`src/rtl/lim_pkg.sv`:
```
package lim_pkg;

    localparam int CNT_W = 12;

    typedef struct packed {
        logic lv;
        logic fv;
    } edge_t;

    typedef struct packed {
        logic [CNT_W-1:0] cnt;
        logic             open;
    } row_t;

    typedef struct packed {
        logic ovf;
        logic blank;
    } guard_t;

endpackage

```
`src/rtl/lim_edge.sv`:
```
module lim_edge
    import lim_pkg::*;
(
    input  logic clk,
    input  logic rst_n,
    input  logic in_lv,
    input  logic in_fv,
    output logic lv_rise,
    output logic fv_rise
);

    edge_t e_d, e_q;

    always_comb begin
        e_d.lv  = in_lv;
        e_d.fv  = in_fv;
        lv_rise = in_lv && !e_q.lv;
        fv_rise = in_fv && !e_q.fv;
    end

    always_ff @(posedge clk or negedge rst_n) begin
        if (!rst_n) e_q <= '0;
        else        e_q <= e_d;
    end

endmodule

```
`src/rtl/lim_row.sv`:
```
module lim_row
    import lim_pkg::*;
#(
    parameter int PIX_W = 10
) (
    input  logic             clk,
    input  logic             rst_n,
    input  logic             in_lv,
    input  logic             in_pv,
    input  logic [PIX_W-1:0] in_data,
    input  logic             lv_rise,
    input  logic [CNT_W-1:0] cfg_width,
    input  logic [PIX_W-1:0] cfg_pad,
    output logic             nxt_lv,
    output logic             nxt_pv,
    output logic [PIX_W-1:0] nxt_data,
    output logic             pad_overrun
);

    row_t r_d, r_q;

    always_comb begin
        r_d         = r_q;
        nxt_lv      = 1'b0;
        nxt_pv      = 1'b0;
        nxt_data    = '0;
        // a new row opening while the old one is still owed fill beats
        pad_overrun = lv_rise && r_q.open;
        if (lv_rise) begin
            r_d.cnt  = '0;
            r_d.open = (cfg_width != '0);
        end
        if (r_d.open) begin
            nxt_lv = 1'b1;
            if (in_lv && in_pv) begin
                nxt_pv   = 1'b1;
                nxt_data = in_data;
            end else if (!in_lv) begin
                nxt_pv   = 1'b1;
                nxt_data = cfg_pad;
            end
            if (nxt_pv) begin
                r_d.cnt = r_d.cnt + CNT_W'(1);
                if (r_d.cnt == cfg_width) r_d.open = 1'b0;
            end
        end
    end

    always_ff @(posedge clk or negedge rst_n) begin
        if (!rst_n) r_q <= '0;
        else        r_q <= r_d;
    end

    // counter restarts at every input row start
    p_restart_r6: assert property (@(posedge clk) disable iff (!rst_n)
        lv_rise |=> (r_q.cnt <= CNT_W'(1)));

endmodule

```
`src/rtl/lim_guard.sv`:
```
module lim_guard
    import lim_pkg::*;
(
    input  logic clk,
    input  logic rst_n,
    input  logic ovf_set,
    input  logic ovf_clr,
    input  logic fv_rise,
    output logic ovf_flag,
    output logic gate_off
);

    guard_t g_d, g_q;

    always_comb begin
        g_d.ovf = ovf_set || (g_q.ovf && !ovf_clr);
        if (ovf_set)
            g_d.blank = 1'b1;
        else if (g_q.blank && fv_rise && !g_q.ovf)
            g_d.blank = 1'b0;
        else
            g_d.blank = g_q.blank;
        ovf_flag = g_q.ovf;
        gate_off = g_d.blank;
    end

    always_ff @(posedge clk or negedge rst_n) begin
        if (!rst_n) g_q <= '0;
        else        g_q <= g_d;
    end

    p_set_r7: assert property (@(posedge clk) disable iff (!rst_n)
        ovf_set |=> g_q.ovf);

    p_sticky_r7: assert property (@(posedge clk) disable iff (!rst_n)
        (g_q.ovf && !ovf_clr) |=> g_q.ovf);

    p_clear_r8: assert property (@(posedge clk) disable iff (!rst_n)
        (ovf_clr && !ovf_set) |=> !g_q.ovf);

endmodule

```
`src/rtl/line_limiter.sv`:
```
module line_limiter
    import lim_pkg::*;
#(
    parameter int PIX_W = 10
) (
    input  logic             clk,
    input  logic             rst_n,
    input  logic             in_fv,
    input  logic             in_lv,
    input  logic             in_pv,
    input  logic [PIX_W-1:0] in_data,
    input  logic [CNT_W-1:0] cfg_width,
    input  logic [PIX_W-1:0] cfg_pad,
    input  logic             ovf_clr,
    output logic             out_fv,
    output logic             out_lv,
    output logic             out_pv,
    output logic [PIX_W-1:0] out_data,
    output logic             ovf_flag
);

    typedef struct packed {
        logic             fv;
        logic             lv;
        logic             pv;
        logic [PIX_W-1:0] data;
    } stream_t;

    logic             lv_rise, fv_rise;
    logic             nxt_lv, nxt_pv, pad_overrun, gate_off;
    logic [PIX_W-1:0] nxt_data;
    stream_t          o_d, o_q;

    lim_edge u_edge (
        .clk     (clk),
        .rst_n   (rst_n),
        .in_lv   (in_lv),
        .in_fv   (in_fv),
        .lv_rise (lv_rise),
        .fv_rise (fv_rise)
    );

    lim_row #(.PIX_W(PIX_W)) u_row (
        .clk         (clk),
        .rst_n       (rst_n),
        .in_lv       (in_lv),
        .in_pv       (in_pv),
        .in_data     (in_data),
        .lv_rise     (lv_rise),
        .cfg_width   (cfg_width),
        .cfg_pad     (cfg_pad),
        .nxt_lv      (nxt_lv),
        .nxt_pv      (nxt_pv),
        .nxt_data    (nxt_data),
        .pad_overrun (pad_overrun)
    );

    lim_guard u_guard (
        .clk      (clk),
        .rst_n    (rst_n),
        .ovf_set  (pad_overrun),
        .ovf_clr  (ovf_clr),
        .fv_rise  (fv_rise),
        .ovf_flag (ovf_flag),
        .gate_off (gate_off)
    );

    always_comb begin
        o_d.fv   = in_fv  && !gate_off;
        o_d.lv   = nxt_lv && !gate_off;
        o_d.pv   = nxt_pv && !gate_off;
        o_d.data = gate_off ? '0 : nxt_data;
    end

    always_ff @(posedge clk or negedge rst_n) begin
        if (!rst_n) o_q <= '0;
        else        o_q <= o_d;
    end

    assign out_fv   = o_q.fv;
    assign out_lv   = o_q.lv;
    assign out_pv   = o_q.pv;
    assign out_data = o_q.data;

    // a valid beat only inside an open output line
    p_pv_in_line_r4: assert property (@(posedge clk) disable iff (!rst_n)
        out_pv |-> out_lv);

    // nothing leaves the block while the overrun flag is up
    p_blanked_r9: assert property (@(posedge clk) disable iff (!rst_n)
        ovf_flag |-> (!out_fv && !out_lv && !out_pv));

endmodule

```
`config.mk`:
```
export PLATFORM = sky130hd
export DESIGN_NAME = line_limiter
export DESIGN_NICKNAME = d
export VERILOG_FILES = /design/src/rtl/lim_pkg.sv /design/src/rtl/lim_edge.sv /design/src/rtl/lim_row.sv /design/src/rtl/lim_guard.sv /design/src/rtl/line_limiter.sv
export SDC_FILE = /design/constraint.sdc
export NUM_CORES = 1
export LEC_CHECK = 0
export ABC_AREA = 1
export BUFFER_PORTS_ARGS = -buffer_cell sky130_fd_sc_hd__buf_2
export CORE_MARGIN = 4
export CORE_UTILIZATION = 45
export DETAILED_ROUTE_END_ITERATION = 12
export PLACE_DENSITY_LB_ADDON = 0.05
export SETUP_SLACK_MARGIN = 0.1
export SLEW_MARGIN = 20
export SYNTH_ARGS = -nofsm -noshare
export SYNTH_HDL_FRONTEND = slang
export SYNTH_SLANG_ARGS = --single-unit
```
`constraint.sdc`:
```
create_clock -name clk -period 4.1 [get_ports clk]
set_clock_uncertainty 0.1 [all_clocks]
set_input_delay 0.82 -clock clk [delete_from_list [all_inputs] [get_ports clk]]
set_output_delay 0.82 -clock clk [all_outputs]
set_load 0.01 [all_outputs]
```
==> impl.org, run 1 <==
** Outcome
- Result of the run :: completed

** Placed design
- Number of input and output port buffers inserted :: 51
- Placer Congestion :: 0.814
- Estimated wirelength of the detail-placed design :: 3270 um

** Power
- Power Dens Cells :: 375 nW/um2
- Cell-internal power :: 0.535 mW
- For this design the static power due to leakage is 1.18 nW.
- Fraction of power consumed by the clock network :: 31.8%
- Portion of total power attributed to sequential cells :: 44.3%
- Worst IR Drop VDD :: 0.197 mV
- Combinational logic burns 23.9% of the power.
- Switch Pwr :: 0.269 mW
- Net switching fraction of the power :: 33.4%

** Synthesis
- Counting every net in the synthesized netlist gives 288.
- Synthesized-area fraction occupied by xor and xnor cells :: 0.496%
- Warnings, synthesis :: 0
- Synthesized area per cell :: 7.06 um2
- Combinational family with the most area after synthesis :: simple AND/OR/NAND/NOR gates
- The synthesized netlist devotes 8.29% of its cell area to compound gates.
- The synthesized design contains 30 register bits.
- Synthesis produced 250 cells.
- Simple-gate area share of the yosys netlist :: 40.1%
- The netlist uses 24 different library cells.
- After Yosys synthesis, full adders, half adders and majority gates account for 0% of the synthesized area.
- The synthesized netlist occupies a cell area of 1770 um2.
- Part of the Yosys area used for sequential elements :: 42.5%
- Mux share of post-synthesis cell area :: 0%

** Timing
- Final setup violating endpoints :: 0
- The number of pins with negative max-slew slack in the final report came to 0.
- Slew at the pin closest to its max-slew limit :: 667 ps
- After routing, the total negative slack on setup checks comes to 0 ps.
- Static timing analysis puts the maximum clock frequency at 0.432 GHz.
- The total count of hold-check failures in the final report came to 0.
- Hold is met by 453 ps.
- Tmin final :: 2310 ps
- Slew margin rel. :: 55.5%
- RSZ-0062 raised after global routing :: false
- Final period utilization :: 56.4%

** CTS
- Root buffer selected by CTS :: sky130_fd_sc_hd__clkbuf_8
- Number of buffers on the longest clock path :: 2
- Clock input transition at the sequential cells of the worst setup and hold paths :: 70 ps
- Worst-skew pair later-pin latency :: 290 ps
- TritonCTS built the clock tree.
- CTS buffer count :: 5
- Clock tree synthesis found a total of 30 sinks.
- Number of instances resized during post-cts repair :: 0
- Hold repair after CTS inserted 0 buffers.
- The H-tree was split into 2 levels.
- Postcts setup bufs :: 0

** Routing
- For this block, the via count after detailed routing is 1787.
- For this block, the initial DRC count from the detailed router was 136.
- The count of nets left with antenna violations once routing finished came out at 0.
- Routed len/inst :: 12.3 um
- Dividing the detail-routed via count by the number of cells gives 5.09.
- For this block, the routed nets add up to 4310 um of wire.
- After detailed routing, the number of remaining DRC violations is 0.
- Pre-Repair DR Iteration Count :: 4

** GRT
- Maximum number of pins on one net before global-route repair :: 31
- First-pass GRT wire length :: 7310 um
- Antenna violations before repair :: 0
- In the global route stage, overall resource usage came out at 18.4%.
- Aggregate global routing overflow :: 0
- Via count of the first global-routing pass :: 1611

** Critical path
- For this run, the slowest stage of the critical path takes 260 ps.
- STA classifies the critical path startpoint as a primary input.
- STA puts the critical path data required time at 4180 ps.
- The critical path is of the primary input to flop type.
- Cell family contributing the most delay on the critical path :: simple AND/OR/NAND/NOR gates
- Traced cell by cell, the critical path runs through buf_2 -> nand2_4 -> nand3_2 -> nor2_1 -> nand2_1 -> nand2_1 -> nand2_1 -> nand2_1 -> nand2_1 -> nor2_1 -> nand3_1 -> nor2_1 -> nor2_1.
- The slowest stage of the critical path belongs to the cell sky130_fd_sc_hd__nand2_4.
- For the worst setup path, the data arrival time is 2390 ps.
- In this run the worst path has a maximum fanout of 26.
- The worst setup path is captured at a flop.
- Together, buffers and inverters on the worst path number 1.
- The most numerous cell type found on the critical path is sky130_fd_sc_hd__nand2_1.

** Finish
- The top cell types in the final layout, fill and taps aside, are sky130_fd_sc_hd__nand2_1 (74), sky130_fd_sc_hd__buf_2 (51), sky130_fd_sc_hd__nand3_1 (42).
- The area growth from synthesis to layout is 21.5%.
- Cells with a size suffix above 1 make up 23.4% of the layout.
- Commonest non-fill, non-tap cell in the layout :: sky130_fd_sc_hd__nand2_1
- Total Nets Final :: 340
- Number of filler instances in the final layout :: 381
- The repair_antennas step left the layout with diodes totalling 0.

** Floorplanning
- Core ar. :: 3720 um2
- The die covers 4990 um2.
- For this configuration, the core starts out at a cell density of 47.5%.
- Pin placement for this block handled 52 I/O pins.
- Die outline height :: 70.6 um
- Cell Rows :: 22
- Measured along the x axis, the die boundary spans 70.6 um.

** Run
- The tool flagged a number of max-cap violations equal to 0.

** Min path
- The min-delay analysis places its worst path in the category primary input to asynchronous set/reset pin.
[path summary, 6_finish.rpt]
| path | cells past startpoint | endpoint | start | slack [ps] |
|---|---|---|---|---|
| max in group asynchronous | 1 | out_data[9] | rst_n | 3000 |
| worst max-delay path | 13 | u_row.r_q[0] | in_lv | 1790 |
| min in group clk | 2 | u_guard.g_q[0] | u_guard.g_q[0] | 450 |
| worst min-delay path | 1 | u_row.r_q[8] | rst_n | 450 |
| worst max register to register | 13 | u_row.r_q[0] | u_edge.e_q[1] | 2180 |
| worst min register to register | 2 | u_guard.g_q[0] | u_guard.g_q[0] | 450 |
[registers in the layout, summed over array words and instances (netlist names)]
register / flops
u_row.r_q: 13
out_data: 10
u_edge.e_q: 2
out_fv: 1
out_lv: 1
out_pv: 1
u_guard.g_q: 1
u_guard.ovf_flag: 1
[synth_stat cells, drive strengths merged]
cell type	number	area share, %
nand3b	3	1.3
nor4	3	1.1
nand4	5	2.1
nand2	75	16
dfrtp	30	43
a22oi	1	0.43
nand3	44	13
nor2	24	6.2
buf	5	1.8
clkinv	1	0.21
xnor2	1	0.50
inv	29	6.2
o21ai	16	4.7
a21oi	11	3.1
clkbuf	2	0.43
[cells by family after synthesis]
logic type,count (synthesis)
flip-flops,30
AO/OA/AOI/OAI,28
buffers and inverters,37
AND/OR/NAND/NOR,154
XOR/XNOR,1
[power by group through the flow]
stage / clock network, mW / logic (mW) / registers [mW]
final: 0.255 / 0.192 / 0.356
after global routing: 0.277 / 0.221 / 0.361
after CTS: 0.263 / 0.194 / 0.357
after detailed placement: 0 / 0.193 / 0.361
after global placement: 0 / 0.193 / 0.362
after floorplan: 0 / 0.126 / 0.363
[worst reg2reg max path, cell delays in order, from the launching register on]
cell and delay [ps]:
sky130_fd_sc_hd__dfrtp_1 320, sky130_fd_sc_hd__inv_1 60, sky130_fd_sc_hd__nand2_4 220, sky130_fd_sc_hd__nand3_2 230, sky130_fd_sc_hd__nor2_1 220, sky130_fd_sc_hd__nand2_1 130
sky130_fd_sc_hd__nand2_1 110, sky130_fd_sc_hd__nand2_1 60, sky130_fd_sc_hd__nand2_1 50, sky130_fd_sc_hd__nand2_1 40, sky130_fd_sc_hd__nor2_1 80, sky130_fd_sc_hd__nand3_1 70
sky130_fd_sc_hd__nor2_1 80, sky130_fd_sc_hd__nor2_1 40
[layer usage]
metal  track usage (%)  wire (um)
met1              23.2       1910
met2              28.6       1900
met3              7.10        411
met4              6.89         93
met5                 0          0
[layout make-up]
class	count	area, um2	share of cell area (%)
clock buffer	6	82.6	3.85
clock inverter	2	12.5	0.583
inverter	30	113	5.25
multi-input combinational	183	863	40.3
sequential	30	751	35.0
tap	48	60.1	2.80
timing repair buffer	52	263	12.3
[through the flow]
| step | cell area [um2] | std cells | total power [mW] | utilization, % | worst slack (ps) |
|---|---|---|---|---|---|
| floorplan | 1770 | 250 | 0.489 | - | 2090 |
| CTS | 2140 | 351 | 0.815 | 57.7 | 1790 |
| finish | 2140 | 351 | 0.804 | 57.7 | 1790 |
| global route | 2140 | 351 | 0.859 | 57.7 | 1510 |
| global placement | 2050 | 343 | 0.554 | 55.2 | 1510 |
| detailed placement | 2050 | 343 | 0.555 | 55.2 | 1470 |
No activity file was read; power rests on OpenSTA's default activity.
==> run 2: changes to the inputs <==
==> constraint.sdc (replaced) <==
create_clock -name clk -period 2.25 [get_ports clk]
set_clock_uncertainty 0.1 [all_clocks]
set_input_delay 0.45 -clock clk [delete_from_list [all_inputs] [get_ports clk]]
set_output_delay 0.45 -clock clk [all_outputs]
set_load 0.01 [all_outputs]
==> impl.org, run 2 (synthesis results as in run 1) <==
** Min path
- The path class of the tightest hold or removal check is primary input to asynchronous set/reset pin.

** Critical path
- The largest single stage delay on the critical path is 330 ps.
- CP Data Arrival Time :: 1990 ps
- Of all nets on the critical path, the largest fanout is 17.
- Traced cell by cell, the critical path runs through inv_1 -> nand2_4 -> nand3_2 -> nor2_1 -> nand2_1 -> nand2_1 -> nand2_1 -> nand2_1 -> nand2_1 -> nor2_1 -> nand3_1 -> nor2_1 -> nor2_1.
- Data on the critical path is required at its endpoint by 2310 ps.
- Crit-path most repeated cell :: sky130_fd_sc_hd__nand2_1
- The setup path with the least slack is of type flop to flop.
- Cell family contributing the most delay on the critical path :: simple AND/OR/NAND/NOR gates
- The worst setup path is captured at a flop.
- The worst setup path is launched from a flop.
- The slowest stage of the critical path belongs to the cell sky130_fd_sc_hd__dfrtp_1.
- Counting both buffers and inverters, the worst setup path holds a total of 1.

** CTS
- Clock tree from TritonCTS :: done
- Post-CTS repair changed the size of 0 cells.
- The tree is rooted in a sky130_fd_sc_hd__clkbuf_8.
- Counting every sink on the clock net gives 30.
- The clock passes through at most 2 buffers.
- CTS buffer count :: 5
- Postcts setup bufs :: 0
- Number of hold buffers added after cts :: 0
- In this run the number of H-tree levels came out at 2.
- Clock input transition at the sequential cells of the worst setup and hold paths :: 70 ps
- Worst-skew pair later-pin latency :: 280 ps

** Routing
- Routed via count divided by cell count :: 4.99
- Routed len/inst :: 12.1 um
- Iteration-0 DRC count of the detailed router :: 115
- The pre-antenna-repair detailed-routing pass consisted of 4 iterations.
- In the routed design, unresolved DRC markers number 0.
- The detail route stage leaves a number of antenna-violating nets equal to 0.
- After detailed routing, the total wire length is 4290 um.
- Detailed routing inserted a total of 1767 vias.

** GRT
- After global routing, the most crowded layer is met2.
- First-pass GRT wire length :: 7250 um
- Global routing used 28.2% of the available met2 tracks.
- Via count of the first global-routing pass :: 1667
- Aggregate global routing overflow :: 0
- Global routing used 22.8% of the available met1 tracks.
- Total routing resource utilization after global routing :: 18.3%
- Entering global routing, the biggest net connects 31 pins.
- Antenna violations before repair :: 0
- Met3 routing resource usage after global routing :: 7.24%

** Finish
- Proportion of layout cells with a drive suffix above 1 :: 24.2%
- Largest reg by FF count :: u_row.r_q
- Commonest non-fill, non-tap cell in the layout :: sky130_fd_sc_hd__nand2_1
- Area taken by flip-flops and latches :: 751 um2
- The layout has 382 filler cells.
- 0 antenna diodes ended up in the layout.
- Top library cells by usage in the layout, fill and taps aside :: sky130_fd_sc_hd__nand2_1 (74), sky130_fd_sc_hd__buf_2 (51), sky130_fd_sc_hd__nand3_1 (42)
- Synthesis-to-finish area growth :: 22.7%
- Total area of multi-input combinational cells :: 863 um2
- Flip-flop count of the largest register, all copies and words added :: 13
- Total Nets Final :: 343

** Timing
- Hold timing on the final database bottoms out at a slack of 87.0 ps.
- The total count of hold-check failures in the final report is 0.
- Maximum operating frequency :: 0.517 GHz
- Slew margin rel. :: 56.2%
- The number of pins with negative max-slew slack in the final report is 0.
- The worst path needs 1940 ps of the cycle, external delays included.
- Setup violations remaining at the end of the flow were counted as 0.
- Setup tns final :: 0 ps
- In the finished design, the share of the clock period the worst path needs comes to 86.0%.
- RSZ-0062 raised after global routing :: false
- Slew at the pin closest to its max-slew limit :: 657 ps

** Floorplanning
- The floorplan step defined a die boundary enclosing 4990 um2.
- IO Pins :: 52
- Die extent in x :: 70.6 um
- Once the floorplan was initialized, standard cells occupied 47.5% of the core.
- The total area inside the core boundary comes to 3720 um2.
- The die is 70.6 um tall.
- Cell Rows :: 22

** Power
- The analysis attributes to cell leakage a power of 1.19 nW.
- IR analysis of the VDD net gives a maximum drop of 0.488 mV.
- Of the total power, registers draw 44.4%.
- The internal power of the cells totals 0.978 mW.
- Gate power share :: 24.0%
- Switch Pwr :: 0.486 mW
- The clock network is responsible for 31.6% of the overall power.
- Net switching is 33.2% of the power.
- In this run the power density over the cells is 676 nW/um2.

** Placed design
- In this run the tool buffered the top-level ports with 51 buffer cells.
- Placer Congestion :: 0.800
- Estimated wirelength of the detail-placed design :: 3380 um

** Run
- Max cap viols :: 0

** Outcome
- Result of the run :: completed
[run 2: worst paths after layout]
check                                    start              to  cells after the start  slack [ps]
worst max-delay path             u_edge.e_q[1]    u_row.r_q[0]                     13         310
worst min-delay path                     rst_n    u_row.r_q[6]                      1          90
worst max register to register   u_edge.e_q[1]    u_row.r_q[0]                     13         310
worst min register to register  u_guard.g_q[0]  u_guard.g_q[0]                      2         440
max in group asynchronous                rst_n    u_row.r_q[7]                      1        1520
min in group clk                         in_fv   u_edge.e_q[0]                      1         190
[run 2: metrics by stage]
stage | power (mW) | area [um2] | setup WS [ps] | utilization [%] | cells
after floorplan | 0.891 | 1770 | 608 | - | 250
after global placement | 1.01 | 2070 | 116 | 55.8 | 346
after detailed placement | 1.01 | 2070 | 114 | 55.8 | 346
after CTS | 1.48 | 2170 | 323 | 58.3 | 354
after global routing | 1.57 | 2170 | 140 | 58.3 | 354
final | 1.46 | 2170 | 315 | 58.3 | 354
[run 2: power by group through the flow]
stage / Clock (mW) / Sequential (mW) / Combinational, mW
3_3_place_gp: 0 / 0.660 / 0.352
5_1_grt: 0.505 / 0.660 / 0.406
4_1_cts: 0.471 / 0.651 / 0.355
3_5_place_dp: 0 / 0.659 / 0.354
6_report: 0.462 / 0.651 / 0.351
2_1_floorplan: 0 / 0.661 / 0.229
[run 2: layout make-up]
cell class	instances	area share, %
clock buffer	6	3.81
inverter	30	5.20
timing repair buffer	55	13.2
multi-input combinational	183	39.8
sequential	30	34.6
clock inverter	2	0.577
tap	48	2.77
[run 2: per-layer routing]
layer  share of wire (%)  routed length (um)
met5                   0                   0
met4                 3.0                 129
met3                 9.4                 404
met2                  44                1870
met1                  44                1890
==> run 3: changes to the inputs <==
--- a/config.mk
+++ b/config.mk
@@ -10,6 +10,7 @@
 export CORE_MARGIN = 4
 export CORE_UTILIZATION = 45
 export DETAILED_ROUTE_END_ITERATION = 12
+export GPL_TIMING_DRIVEN = 0
 export PLACE_DENSITY_LB_ADDON = 0.05
 export SETUP_SLACK_MARGIN = 0.1
 export SLEW_MARGIN = 20
==> impl.org, run 3 (synthesis results as in run 1) <==
** Outcome
- The flow ran to the end, and the final reports show no timing, DRC or antenna violations.

** Timing
- For the final routed database, the setup TNS stands at 0 ps.
- For the finished layout, the period the worst path requires is 1860 ps.
- At the pin with the least slew margin, the transition time is 663 ps.
- After layout, the worst path uses 82.5% of the clock period.
- Setup violations remaining at the end of the flow were counted as 0.
- Slew margin rel. :: 55.8%
- The total count of hold-check failures in the final report came to 0.
- Max-slew violation count :: 0
- Setup repair after global routing left no endpoint under its margin.
- Maximum operating frequency :: 0.539 GHz

** CTS
- In this run, post-CTS repair resized a total of 0 instances.
- In this run, post-CTS hold repair placed 0 buffers.
- TritonCTS created 5 clock buffers.
- TritonCTS built the clock tree.
- Clock-pin slew was measured on the worst setup and hold paths at 70 ps.
- Maximum level of the CTS H-tree :: 2
- Post-CTS timing repair inserted 0 buffers for setup.
- In this run the deepest clock path goes through 2 buffers.
- Worst-skew pair later-pin latency :: 280 ps
- Num Clock Sinks :: 30
- Root buffer selected by CTS :: sky130_fd_sc_hd__clkbuf_8

** Floorplanning
- The core region is 3720 um2.
- Cell Rows :: 22
- Die outline height :: 70.6 um
- The die is 70.6 um wide.
- Initial standard-cell utilization of the core :: 47.5%
- IO Pins :: 52
- The die covers 4990 um2.

** Power
- The analysis attributes to cell leakage a power of 1.20 nW.
- Fraction of power consumed by the clock network :: 31.2%
- Sequential cells burn 44.3% of the power.
- The analysis attributes to net switching a power of 0.484 mW.
- IR analysis of the VDD net gives a maximum drop of 0.415 mV.
- Net switching is 33.0% of the power.
- Power spread over the standard cell area amounts to 675 nW/um2.
- Cell-internal power :: 0.981 mW
- Gate power share :: 24.4%

** Critical path
- CP Data Arrival Time :: 1920 ps
- Worst reg-to-reg path cell count :: 11
- The critical path is of the flop to flop type.
- Along the worst path, the maximum fanout reaches 8.
- The worst setup path is launched from a flop.
- Critical Path End Type :: flop
- STA puts the critical path data required time at 2320 ps.

** GRT
- Antenna violations before repair :: 0
- Maximum number of pins on one net before global-route repair :: 31
- Aggregate global routing overflow :: 0
- The first global-routing pass estimated 7500 um of wire.
- Total routing resource utilization after global routing :: 18.9%
- The number of global-route vias before repair was 1681.

** Finish
- Of the cells placed in the final design, the portion with a size suffix greater than 1 is 23.9%.
- Cells fill 58.5% of the core in the end.
- Top library cells by usage in the layout, fill and taps aside :: sky130_fd_sc_hd__nand2_1 (74), sky130_fd_sc_hd__buf_2 (55), sky130_fd_sc_hd__nand3_1 (42)
- Flip-flop count of the largest register, all copies and words added :: 13
- Number of filler instances in the final layout :: 386
- The number of antenna diodes in the final layout is 0.
- Synthesis-to-finish area growth :: 23.0%
- Leaving out fill and tap cells, the most frequent cell in the layout is sky130_fd_sc_hd__nand2_1.
- Largest reg by FF count :: u_row.r_q
- For this run, the post-layout net count is 346.

** Routing
- Routed via count divided by cell count :: 5.00
- DR vias :: 1785
- Post-route antenna net violation count :: 0
- Total wire length after detailed routing :: 4350 um
- In the final routed layout, each cell accounts on average for 12.2 um.
- Before antenna repair, the detailed router went through 4 iterations.
- Iteration-0 DRC count of the detailed router :: 105
- For this run, design rule violations remaining after detail routing come to 0.

** Min path
- The path class of the tightest hold or removal check is primary input to asynchronous set/reset pin.

** Placed design
- Placer Congestion :: 0.851
- Estimated wirelength of the detail-placed design :: 3390 um
- During placement, the flow inserted port buffers numbering 51.

** Run
- Across the run, the number of max-cap violations was 0.
run 3: cell types whose count changed in the layout (fill, tap and decap cells not counted), sizes merged:
| cell | change |
|---|---|
| clkbuf | +3 |
| buf | +1 |
| clkinvlp | -1 |
run 3: final timing paths:
path | slack, ps | start | end
min in group clk | 190 | in_fv | u_edge.e_q[0]
max in group asynchronous | 1520 | rst_n | out_data[9]
worst max-delay path | 390 | u_edge.e_q[1] | u_row.r_q[0]
worst max register to register | 390 | u_edge.e_q[1] | u_row.r_q[0]
worst min-delay path | 90 | rst_n | u_row.r_q[4]
worst min register to register | 430 | u_guard.g_q[0] | u_guard.g_q[0]
run 3: layer usage:
| metal | share of wire [%] | GRT usage (%) | vias up |
|---|---|---|---|
| li1 | - | - | 933 |
| met2 | 46 | 31.3 | 45 |
| met1 | 44 | 23.4 | 800 |
| met5 | 0 | 0 | - |
| met4 | 1.4 | 5.64 | 0 |
| met3 | 8.4 | 6.68 | 7 |
run 3: layout make-up:
type / count / area [um2] / area share [%]
repair buffers: 51 / 255 / 11.8
plain buffers: 7 / 38.8 / 1.79
well taps: 48 / 60.1 / 2.76
clock inverters: 1 / 5.00 / 0.230
multi-input cells: 183 / 863 / 39.7
clock buffers: 7 / 86.3 / 3.97
inverters: 30 / 113 / 5.18
flip-flops and latches: 30 / 751 / 34.6
run 3: through the flow:
stage / total power, mW / hold slack (ps) / std cells / setup WS [ps] / instance area, um2
2_1_floorplan: 0.891 / 54.4 / 250 / 608 / 1770
3_3_place_gp: 1.01 / 409 / 349 / 158 / 2080
3_5_place_dp: 1.02 / 410 / 349 / 163 / 2080
4_1_cts: 1.48 / 125 / 357 / 394 / 2170
5_1_grt: 1.57 / 150 / 357 / 121 / 2170
6_report: 1.47 / 90.5 / 357 / 394 / 2170
run 3: power groups by stage:
stage,clock network [mW],logic (mW),registers [mW]
2_1_floorplan,0,0.229,0.661
3_3_place_gp,0,0.358,0.657
3_5_place_dp,0,0.360,0.658
4_1_cts,0.471,0.363,0.649
5_1_grt,0.493,0.416,0.657
6_report,0.458,0.358,0.650
run 3: worst max-delay path: stages (launching register included):
cell	delay, ps
sky130_fd_sc_hd__dfrtp_1	320
sky130_fd_sc_hd__inv_1	60
sky130_fd_sc_hd__nand2_4	110
sky130_fd_sc_hd__nand4_2	200
sky130_fd_sc_hd__o21ai_0	350
sky130_fd_sc_hd__nand2_1	80
sky130_fd_sc_hd__nand2_1	60
sky130_fd_sc_hd__nand2_1	50
sky130_fd_sc_hd__nor2_1	130
sky130_fd_sc_hd__nand3_1	120
sky130_fd_sc_hd__nor2_1	110
sky130_fd_sc_hd__nor2_1	50
